--- config.mk ---
export PLATFORM = sky130hd
export DESIGN_NAME = ddr_mode_track
export DESIGN_NICKNAME = d
export VERILOG_FILES = /design/src/rtl/ddr_chk_pkg.sv /design/src/rtl/ddr_mode_track.sv
export SDC_FILE = /design/constraint.sdc
export NUM_CORES = 1
export LEC_CHECK = 0
export BUFFER_PORTS_ARGS = -buffer_cell sky130_fd_sc_hd__buf_2
export CORE_UTILIZATION = 40
export CTS_BUF_LIST = sky130_fd_sc_hd__clkbuf_8
export CTS_CLUSTER_SIZE = 20
export DETAILED_ROUTE_END_ITERATION = 16
export MAX_ROUTING_LAYER = met4
export PLACE_DENSITY = 0.68
export SLEW_MARGIN = 0
export SYNTH_ARGS = -nofsm -noshare
export SYNTH_HDL_FRONTEND = slang
export SYNTH_SLANG_ARGS = --single-unit
--- constraint.sdc ---
create_clock -name clk -period 4.9 [get_ports clk]
set_clock_uncertainty 0.15 [all_clocks]
set_input_delay 0 -clock clk [delete_from_list [all_inputs] [get_ports clk]]
set_output_delay 0 -clock clk [all_outputs]
set_load 0.005 [all_outputs]
--- src/rtl/ddr_chk_pkg.sv ---
// Package: command and violation-code types shared by the checker modules.
package ddr_chk_pkg;
    typedef enum logic [2:0] {
        CMD_DESEL, CMD_NOP, CMD_ACT, CMD_RD, CMD_WR, CMD_PRE, CMD_LMR, CMD_OTHER
    } cmd_e;

    typedef enum logic [2:0] {
        ERR_NONE        = 3'd0,
        ERR_LMR_BUSY    = 3'd1,
        ERR_MRD_GAP     = 3'd2,
        ERR_DLL_LOCK    = 3'd3,
        ERR_EMR_RSVD    = 3'd4,
        ERR_BANK_CLOSED = 3'd5
    } err_e;
endpackage

--- src/rtl/ddr_mode_track.sv ---
// Module: ddr_mode_track
// Tracks the gap after a mode load, the decoded extended-register settings
// and the lock window after the DLL is switched on.
// Assumes: TMRD >= 1 and TLOCK >= 1; ba == 1 targets the extended register.
module ddr_mode_track
    import ddr_chk_pkg::*;
#(
    parameter int ADDR_W = 13,
    parameter int BA_W   = 2,
    parameter int TMRD   = 2,
    parameter int TLOCK  = 200,
    localparam int MRD_W  = $clog2(TMRD + 1),
    localparam int LOCK_W = $clog2(TLOCK + 1)
) (
    input  logic              clk,
    input  logic              rst_n,
    input  cmd_e              cmd,
    input  logic [BA_W-1:0]   ba,
    input  logic [ADDR_W-1:0] addr,
    output logic              mrd_busy,
    output logic              lock_busy,
    output logic              rsvd_hit,
    output logic              dll_en_q,
    output logic              drv_red_q
);
    logic              ext_load;
    logic              dll_turn_on;
    logic [MRD_W-1:0]  mrd_cnt;
    logic [LOCK_W-1:0] lock_cnt;

    // Classify the current load and look at its reserved bits.
    always_comb begin
        ext_load    = (cmd == CMD_LMR) && (ba == BA_W'(1));
        dll_turn_on = ext_load && !addr[0] && !dll_en_q;
        rsvd_hit    = ext_load && (|addr[ADDR_W-1:2]);
        mrd_busy    = (mrd_cnt != '0);
        lock_busy   = dll_en_q && (lock_cnt != '0);
    end

    // Count down the cycles that must pass after any mode load.
    always_ff @(posedge clk) begin
        if (!rst_n)                mrd_cnt <= '0;
        else if (cmd == CMD_LMR)   mrd_cnt <= MRD_W'(TMRD - 1);
        else if (mrd_cnt != '0)    mrd_cnt <= mrd_cnt - 1'b1;
    end

    // Latch the DLL and drive fields written to the extended register.
    always_ff @(posedge clk) begin
        if (!rst_n) begin
            dll_en_q  <= 1'b0;
            drv_red_q <= 1'b0;
        end else if (ext_load) begin
            dll_en_q  <= !addr[0];
            drv_red_q <= addr[1];
        end
    end

    // Start the lock window when the DLL goes from disabled to enabled.
    always_ff @(posedge clk) begin
        if (!rst_n)                lock_cnt <= '0;
        else if (dll_turn_on)      lock_cnt <= LOCK_W'(TLOCK - 1);
        else if (lock_cnt != '0)   lock_cnt <= lock_cnt - 1'b1;
    end

    assert_emr_decode_R7: assert property (@(posedge clk) disable iff (!rst_n)
        ext_load |=> (dll_en_q == !$past(addr[0])) && (drv_red_q == $past(addr[1])));
    assert_base_load_keeps_R7: assert property (@(posedge clk) disable iff (!rst_n)
        (cmd == CMD_LMR && ba != BA_W'(1)) |=> $stable(dll_en_q) && $stable(drv_red_q));
endmodule

==> parameters.txt, run 1 <==
Parameter                              Value

Outcome
  Run status ... complete, no violations

Power
  Max rail drop VDD ... around 0.37 mV
  Leakage power ... 0.4072 nW
  Power per cell area ... 611.8 nW/um^2

Synthesis
  Net Count, Synth ... 94
  Synthesized cell area ... approximately 630 um^2
  Fraction of registers with async set/reset ... 0%
  Sequential area share after synthesis ... between 30% and 40%
  Largest family of logic cells by synthesized area ... simple AND/OR/NAND/NOR gates
  Top area cells in the synthesized netlist ... dfxtp_1, ha_1, a21oi_1
  Warnings from Yosys ... 0
  Number of distinct library cells after synthesis ... 26
  Fraction of the mapped netlist area in compound gates ... 10.89%
  Number of enable flip-flop cells after synthesis ... 0
  Predominant post-synthesis flop cell ... dfxtp_1
  Post-synthesis mux area share ... 7.129%
  Synthesis-stage register bit count ... 12
  Cell accounting for the most synthesized area ... dfxtp_1
  Simple-gate area share of the yosys netlist ... 25.74%
  Xor/xnor share of the synthesized area ... under 10%
  Yosys top cell area share ... 38.02%
  Share of synthesized cell area in full adder, half adder and majority cells ... 5.941%
  Cell types with the highest counts after synthesis ... dfxtp_1, inv_1, nor2_1
  Syn_area_per_cell ... slightly below 9 um^2
  Mapped Cells ... ~70
  Top-count cell post-synth ... dfxtp_1

STA
  Share of the cycle needed by the critical path after routing ... 37.36%
  Final TNS setup ... 0 ns
  Count of endpoints failing setup in the final report ... 0
  Max frequency ... 0.5463 GHz
  Final Max Slew Viols ... 0
  Hold violation count in the final report ... 0
  Final WS setup ... 3.069 ns
  Worst-case headroom to the max-slew limit ... 72.89%
  Fin crit period ... 1.831 ns
  Setup repair after global routing missed its margin ... false
  Slew @ Worst Pin ... 0.4036 ns

Finish
  Post-synthesis to final-layout area growth ... 38.02%
  Antenna cells ... 0
  Ratio of cells with drive above 1 in the final layout ... 32.04%
  Post-layout net count ... 127
  Total non-filler cell area in the finished layout ... 872.1 um^2

Floorplan
  Core Footprint ... 1383 um^2
  Starting utilization of the core area ... 45.70%
  Io pins ... 25
  Height of the die ... 41.75 um
  Width of the die ... 41.75 um
  Site row count ... 13
  Die Area ... 1743 um^2

Clock network
  Clock buffer depth ... 2
  Post-cts resize count ... 0
  TritonCTS clock tree ... built
  Clock buffers created by TritonCTS ... 3
  Clock latency at the later pin of the worst-skew pair ... 0.24 ns
  Number of buffers inserted by hold repair at cts ... 5
  Clock Sinks ... 12
  Post-CTS setup buffers ... 0
  H-tree depth ... 1
  Clock transition at the registers of the reported paths ... 0.06 ns
  CTS Root Cell ... clkbuf_8

Worst setup path
  Maximum net fanout on the critical path ... 5
  Crit Path Class ... reg -> out
  Kind of start point of the critical path ... flop
  Req. time, crit path ... approximately 4.8 ns
  Critical Path Sink Type ... primary output
  Critical path data arrival time ... 1.68 ns

GRT
  Total GRT Usage ... about a fifth
  Antenna violations before repair ... 0
  GR Overflow Total ... 0
  Pin count of the biggest net entering global routing ... 9
  Via count of the first global-routing pass ... 559
  First-pass GRT wire length ... 2504 um

Routing
  Routed wirelength normalized by instance count ... about 11 um
  Number of search-and-repair iterations in the first detailed-routing pass ... 4
  Total vias in the final route ... approximately 570
  Number of design-rule violations left by the first detailed-router iteration ... 7
  Via count normalized by instance count ... roughly 4.9
  Post-route ant nets ... 0
  Residual DRC ... 0
  Total detailed-routing wirelength ... about 1300 um

Place
  Cell area after placement ... 767.0 um^2
  Port Buf Inserts ... 24
  DP Wirelength ... 1046 um
  Pre-CTS setup slack ... 3.132 ns
  Final Wtd Congestion ... 0.7703

Job
  Number of max-cap violations ... 0

Worst hold path
  Class of the tightest hold or removal check ... in -> reg
path summary, 6_finish.rpt:
path              slack (ns)                  endpoint  cells after the start                      from
setup reg to reg        3.12  lock_cnt[1]$_SDFFE_PN0P_                      4  lock_cnt[4]$_SDFFE_PP0P_
setup / recovery        3.07                 lock_busy                      4  lock_cnt[4]$_SDFFE_PP0P_
hold reg to reg         0.34    drv_red_q$_SDFFE_PN0P_                      2    drv_red_q$_SDFFE_PN0P_
hold / removal          0.03   mrd_cnt[1]$_SDFFE_PP0P_                      3                    cmd[1]
cell families after synthesis:
logic type	after synthesis
XOR/XNOR	5
flip-flops	12
AO/OA/AOI/OAI	11
AND/OR/NAND/NOR	27
multiplexers	4
buffers and inverters	9
adder cells (fa/ha/maj)	3
layout by cell type (no fill, tap or decap):
cell type / count
a21oi_1: 6
nor4_1: 3
nand4b_4: 1
xnor2_1: 3
and2b_2: 1
a31oi_1: 1
o21ai_0: 1
nor3_1: 1
dfxtp_1: 12
clkbuf_8: 4
o41a_1: 1
nand2b_1: 3
and2_2: 1
mux2i_1: 3
nor2_1: 8
and3_1: 1
dlygate4sd3_1: 5
inv_1: 8
ha_1: 3
mux2_4: 1
xor2_1: 2
buf_2: 24
nand3b_1: 1
nand3_1: 2
a21oi_2: 1
nand2_1: 3
a211oi_1: 1
or4_1: 2
registers in the layout, summed over array words and instances, names as in the netlist:
name and flops:
drv_red_q 1, mrd_cnt 2, lock_cnt 8, dll_en_q 1
where the power goes:
| part | internal, mW | total [mW] | switching (mW) |
|---|---|---|---|
| clock network | 0.0710 | 0.109 | 0.0380 |
| logic | 0.139 | 0.262 | 0.122 |
| registers | 0.136 | 0.163 | 0.0272 |
| total | 0.346 | 0.534 | 0.187 |
final cells by class:
| cell class | count | area, um^2 |
|---|---|---|
| multi-input combinational | 50 | 357.8 |
| inverter | 8 | 30.03 |
| fill | 131 | 510.5 |
| tap | 15 | 18.77 |
| timing repair buffer | 29 | 170.2 |
| clock buffer | 4 | 55.05 |
| sequential | 12 | 240.2 |
through the flow:
step	instances	hold slack [ns]	utilization [%]	power, mW
after floorplan	71	-0.05436	-	0.3741
after global placement	109	0.05017	55.48	0.4178
after detailed placement	109	0.05533	55.48	0.4232
after CTS	118	0.03205	63.08	0.5372
after global routing	118	0.03977	63.08	0.5869
final	118	0.02629	63.08	0.5335
critical path, stage by stage, from the launching register on:
cell and delay [ns]:
dfxtp_1 0.34, or4_1 0.54, nand4b_4 0.23, and2_2 0.22, buf_2 0.12
per-layer routing:
layer	GRT usage (%)	vias to the layer above	routed length, um	share of wire (%)
met5	-	-	0	0
met2	29.69	11	645	48
met4	3.871	0	0	0
li1	-	310	-	-
met3	5.217	0	50	3.7
met1	24.47	253	640	48
Power figures use the tool's default switching activity.
==> inputs of run 2 (changes only) <==
==> constraint.sdc (replaced) <==
create_clock -name clk -period 1.7 [get_ports clk]
set_clock_uncertainty 0.15 [all_clocks]
set_input_delay 0 -clock clk [delete_from_list [all_inputs] [get_ports clk]]
set_output_delay 0 -clock clk [all_outputs]
set_load 0.005 [all_outputs]
==> run 2 against run 1 <==
Compared with the run above: the flow now finishes with violations (negative setup slack); clock power up 130%; first-iteration DRC count down 71%; sequential share of layout area shrank 1.7 points; total power rose to 3.2 times the previous value; design area is 7.0% higher; core utilization rose by 4.4 points; global-route usage increased by 1.7 points; worst setup slack lost 3.2 ns; critical path depth increased by 1; flip-flop and latch count unchanged; routed wire length up 14%; via count grew 5.2%; critical path type unchanged; critical endpoint unchanged.
==> parameters.txt, run 2 (same netlist as run 1, synthesis figures left out) <==
Parameter                              Value

Outcome
  Run status ... complete, but fails checks
  Violations in the final reports ... negative setup slack

STA
  Final TNS setup ... -0.2355 ns
  Fin crit period ... 1.781 ns
  Worst-case headroom to the max-slew limit ... 78.58%
  Share of the cycle needed by the critical path after routing ... 104.8%
  Setup repair after global routing missed its margin ... true
  Final Max Slew Viols ... 0
  Slew @ Worst Pin ... 0.3201 ns
  Hold Worst Slack ... 0.02424 ns
  Max frequency ... ~0.56 GHz
  Hold violation count in the final report ... 0
  Count of endpoints failing setup in the final report ... 4
  Final WS setup ... -0.08127 ns

Power
  Power per cell area ... 1816 nW/um^2
  Leakage power ... 0.4418 nW
  Total Power Consumption ... 1.695 mW
  Max rail drop VDD ... ~1.1 mV

Worst setup path
  Maximum net fanout on the critical path ... 2
  Crit Path Class ... reg -> out
  Critical Path Sink Type ... primary output
  Req. time, crit path ... 1.55 ns
  Critical path data arrival time ... 1.63 ns
  Kind of start point of the critical path ... flop

Place
  Final Wtd Congestion ... 0.7320
  Pre-CTS setup slack ... a little under 0.04 ns
  Port Buf Inserts ... 24
  Cell area after placement ... slightly above 800 um^2
  Placed instance count ... 114
  DP Wirelength ... approximately 1100 um

GRT
  Pin count of the biggest net entering global routing ... 9
  First-pass GRT wire length ... 2608 um
  GR Overflow Total ... 0
  Antenna violations before repair ... 0
  Total GRT Usage ... 20.70%
  Via count of the first global-routing pass ... 600

Routing
  Number of search-and-repair iterations in the first detailed-routing pass ... 2
  Residual DRC ... 0
  Routed wirelength normalized by instance count ... 12.48 um
  Number of design-rule violations left by the first detailed-router iteration ... 2
  Post-route ant nets ... 0
  Total vias in the final route ... ~600
  Detailed route wirelength on metal3 ... between 60 and 70 um
  Met2 wire length ... 825 um
  Metal-1 WL ... approximately 630 um
  Total detailed-routing wirelength ... 1522 um
  Top layer used by detailed routing ... met4
  Via count normalized by instance count ... around 5.0

Floorplan
  Site row count ... 13
  Width of the die ... approximately 42 um
  Io pins ... 25
  Die Area ... 1743 um^2
  Starting utilization of the core area ... between 40% and 50%
  Height of the die ... 41.75 um
  Core Footprint ... roughly 1400 um^2

Finish
  Final Instance Count excl. Fillers ... 122
  Antenna cells ... 0
  Ratio of cells with drive above 1 in the final layout ... 41.12%
  Most common cell after layout, fill and taps aside ... buf_2
  Post-synthesis to final-layout area growth ... 47.72%
  Final core utilization ... between 60% and 70%
  Registers with the most flip-flops ... lock_cnt (8), mrd_cnt (2)
  Post-layout net count ... about 130
  Commonest cells after routing, fill and taps aside ... buf_2, dfxtp_1, inv_1, nor2_1
  Total non-filler cell area in the finished layout ... 933.4 um^2
  Most flop-heavy register ... lock_cnt
  Layout fillers ... 120
  Number of flip-flops in the largest register ... 8

Clock network
  Clock buffer depth ... 2
  H-tree depth ... 1
  Clock buffers created by TritonCTS ... 3
  Clock transition at the registers of the reported paths ... approximately 0.050 ns
  CTS Root Cell ... clkbuf_8
  Clock latency at the later pin of the worst-skew pair ... 0.24 ns
  TritonCTS clock tree ... built
  Clock Sinks ... 12

Job
  Number of max-cap violations ... 0

Worst hold path
  Class of the tightest hold or removal check ... in -> reg
==> run 2: per-layer routing <==
layer / vias up / global-route usage (%)
met1: 275 / 20.69
met3: 2 / 8.696
met2: 10 / 35.00
li1: 317 / -
met4: 0 / 9.032
met5: - / -
==> run 2: where the power goes <==
part | internal (mW) | switching [mW]
Combinational | 0.564 | 0.412
Clock | 0.155 | 0.0931
Sequential | 0.393 | 0.0779
==> run 2: repair_timing <==
item,4_1_cts,5_1_grt
hold endpoints to repair,6,0
setup endpoints to repair,1,7
buffers inserted,2,0
resized for setup,6,3
pin swaps,1,2
hold buffers,3,0
==> run 2: cell type report <==
type | instances | area [um^2] | share of cell area [%]
Timing Repair Buffer | 34 | 212.7 | 22.79
Clock buffer | 3 | 41.29 | 4.424
Multi-Input combinational cell | 50 | 389.1 | 41.69
Sequential cell | 12 | 241.5 | 25.87
Inverter | 8 | 30.03 | 3.217
Tap cell | 15 | 18.77 | 2.011
==> run 2: worst paths after layout <==
path                                               start                       end  slack [ns]  cells after the start
worst max-delay path            lock_cnt[4]$_SDFFE_PP0P_                 lock_busy       -0.08                      5
worst min-delay path                              cmd[0]   mrd_cnt[0]$_SDFFE_PN0P_        0.02                      4
worst max register to register  lock_cnt[4]$_SDFFE_PP0P_  lock_cnt[1]$_SDFFE_PN0P_       -0.08                      5
worst min register to register     dll_en_q$_SDFFE_PN0P_     dll_en_q$_SDFFE_PN0P_        0.37                      2
==> run 2: critical path, cell delays in order (launching register included) <==
cell,delay (ns)
dfxtp_1,0.30
or4_4,0.52
nand4b_4,0.19
buf_6,0.13
and2_4,0.15
buf_6,0.11
==> inputs of run 3 (changes only) <==
--- a/config.mk
+++ b/config.mk
@@ -16,3 +16,4 @@
 export SYNTH_ARGS = -nofsm -noshare
 export SYNTH_HDL_FRONTEND = slang
 export SYNTH_SLANG_ARGS = --single-unit
+export TNS_END_PERCENT = 10
==> run 3 against run 2 <==
Compared with the run above: the run still ends with negative setup slack left; global-route usage did not move; sequential share of layout area rose by 0.17 points; final cell count did not move; critical path type unchanged; critical endpoint unchanged; largest power group unchanged; highest routed layer unchanged.
==> parameters.txt, run 3 (same netlist as run 1, synthesis figures left out) <==
Parameter                              Value

STA
  Fin crit period ... approximately 1.8 ns
  Count of endpoints failing setup in the final report ... 4
  Hold Worst Slack ... 0.02417 ns
  Hold violation count in the final report ... 0
  Slew @ Worst Pin ... between 0.3 and 0.4 ns
  Max frequency ... around 0.56 GHz
  Worst-case headroom to the max-slew limit ... approximately three quarters
  Setup repair after global routing missed its margin ... true
  Final Max Slew Viols ... 0
  Final WS setup ... -0.08200 ns
  Share of the cycle needed by the critical path after routing ... 104.8%

Floorplan
  Width of the die ... around 42 um
  Io pins ... 25
  Site row count ... 13
  Die Area ... 1743 um^2
  Height of the die ... approximately 42 um
  Core Footprint ... 1383 um^2
  Starting utilization of the core area ... 45.70%

Job
  Number of max-cap violations ... 0

Worst setup path
  Largest stage delay, worst path ... 0.52 ns
  Maximum net fanout on the critical path ... 2
  Register-to-Register Path Depth ... 5
  Cell with the most instances on the worst path ... buf_6
  Critical Path Sink Type ... primary output
  Cell family with the largest share of critical-path delay ... simple AND/OR/NAND/NOR gates
  Req. time, crit path ... 1.55 ns
  Kind of start point of the critical path ... flop
  Critical path data arrival time ... 1.63 ns
  Crit Path Class ... reg -> out
  WP depth ... 5
  Cell at the slowest stage of the critical path ... or4_4
  CP Buf/Inv Count ... 2
  Critical path, cell by cell ... or4_4, nand4b_4, buf_6, and2_4, buf_6

Clock network
  Clock transition at the registers of the reported paths ... 0.05 ns
  Clock buffers created by TritonCTS ... 3
  TritonCTS clock tree ... built
  CTS Root Cell ... clkbuf_8
  Clock buffer depth ... 2
  H-tree depth ... 1
  Clock Sinks ... 12
  Clock latency at the later pin of the worst-skew pair ... between 0.2 and 0.25 ns

Finish
  Ratio of cells with drive above 1 in the final layout ... 40.19%
  Final core utilization ... 67.06%
  Post-layout net count ... between 100 and 150
  Number of flip-flops in the largest register ... 8
  Most flop-heavy register ... lock_cnt
  Antenna cells ... 0
  Registers with the most flip-flops ... lock_cnt (8), mrd_cnt (2)
  Most common cell after layout, fill and taps aside ... buf_2
  Commonest cells after routing, fill and taps aside ... buf_2, dfxtp_1, inv_1, nor2_1
  Post-synthesis to final-layout area growth ... 46.73%

Routing
  Number of design-rule violations left by the first detailed-router iteration ... 4
  Routed wirelength normalized by instance count ... approximately 12 um
  Via count normalized by instance count ... 4.967
  Total detailed-routing wirelength ... 1517 um
  Total vias in the final route ... 606
  Post-route ant nets ... 0
  Number of search-and-repair iterations in the first detailed-routing pass ... 2
  Residual DRC ... 0

Worst hold path
  Hold path depth ... 4
  Class of the tightest hold or removal check ... in -> reg

Power
  Leakage power ... 0.4408 nW
  Share of total power consumed by net switching ... 34.23%
  Proportion of power drawn by flip-flops and latches ... 27.9%
  Power share of the clock group ... 14.8%
  Power per cell area ... ~1800 nW/um^2
  Power dissipated by switching net loads ... 0.5761 mW
  Internal cell power ... 1.107 mW
  Logic gate share of total power ... 57.4%
  Max rail drop VDD ... 1.055 mV

GRT
  Antenna violations before repair ... 0
  Met3 usage ... 8.696%
  Most crowded layer after global routing ... met2
  First-pass GRT wire length ... 2608 um
  GR Overflow Total ... 0
  Pin count of the biggest net entering global routing ... 9
  Via count of the first global-routing pass ... 600
  Met1 usage ... 20.69%
  GR Layer Usage met2 ... between 30% and 40%
  Total GRT Usage ... 20.70%

Place
  Port Buf Inserts ... 24
  DP Wirelength ... between 1000 and 1500 um
  Pre-CTS setup slack ... 0.03921 ns
  Final Wtd Congestion ... between 0.7 and 0.8

Outcome
  Violations in the final reports ... negative setup slack
  Run status ... complete, but fails checks
## run 3: changes by cell type in the layout (fill, tap and decap cells not counted)
cell and change:
nor4_1 +1, nor4_2 -1
## run 3: routing by layer
metal | vias up | wire length [um]
li1 | 318 | -
met1 | 276 | 621
met2 | 10 | 826
met3 | 2 | 61
met4 | 0 | 8
met5 | - | 0
## run 3: worst paths after layout
check | from | endpoint | slack (ns)
worst min-delay path | cmd[0] | mrd_cnt[0]$_SDFFE_PN0P_ | 0.02
worst max-delay path | lock_cnt[4]$_SDFFE_PP0P_ | lock_busy | -0.08
worst min register to register | dll_en_q$_SDFFE_PN0P_ | dll_en_q$_SDFFE_PN0P_ | 0.37
worst max register to register | lock_cnt[4]$_SDFFE_PP0P_ | lock_cnt[1]$_SDFFE_PN0P_ | -0.08
## run 3: power groups by stage
stage	combinational (mW)	clock [mW]	sequential, mW
finish	0.965	0.248	0.469
global route	1.08	0.276	0.487
CTS	0.930	0.258	0.467
detailed placement	0.827	0	0.466
global placement	0.805	0	0.464
floorplan	0.620	0	0.458
## run 3: area by class of cell
| type | count | area [um^2] |
|---|---|---|
| repair buffers | 34 | 212.7 |
| well taps | 15 | 18.77 |
| flip-flops and latches | 12 | 241.5 |
| inverters | 8 | 30.03 |
| fillers | 121 | 455.4 |
| multi-input cells | 50 | 382.9 |
| clock buffers | 3 | 41.29 |
## run 3: worst reg2reg max path: cells and delay by family, from the launching register on
kind            cells  cell delay, ns
simple gates        2            0.71
flops               1            0.30
mux                 1            0.29
buf+inv             1            0.15
compound gates      1            0.12
## run 3: repair_timing
action / in CTS / in global routing
gates resized for setup: 6 / 2
hold buffers: 3 / 0
setup buffers: 2 / 0
hold endpoints to repair: 6 / 0
pin swaps: 1 / 2
setup endpoints to repair: 1 / 7
## run 3: through the flow
step	cells	TNS (ns)	power [mW]	area (um^2)
after CTS	122	-0.2980	1.655	912.1
after global routing	122	-0.5717	1.839	927.1
after floorplan	71	0	1.078	631.9
after global placement	114	0	1.269	804.5
final	122	-0.2382	1.683	927.1
after detailed placement	114	0	1.293	804.5
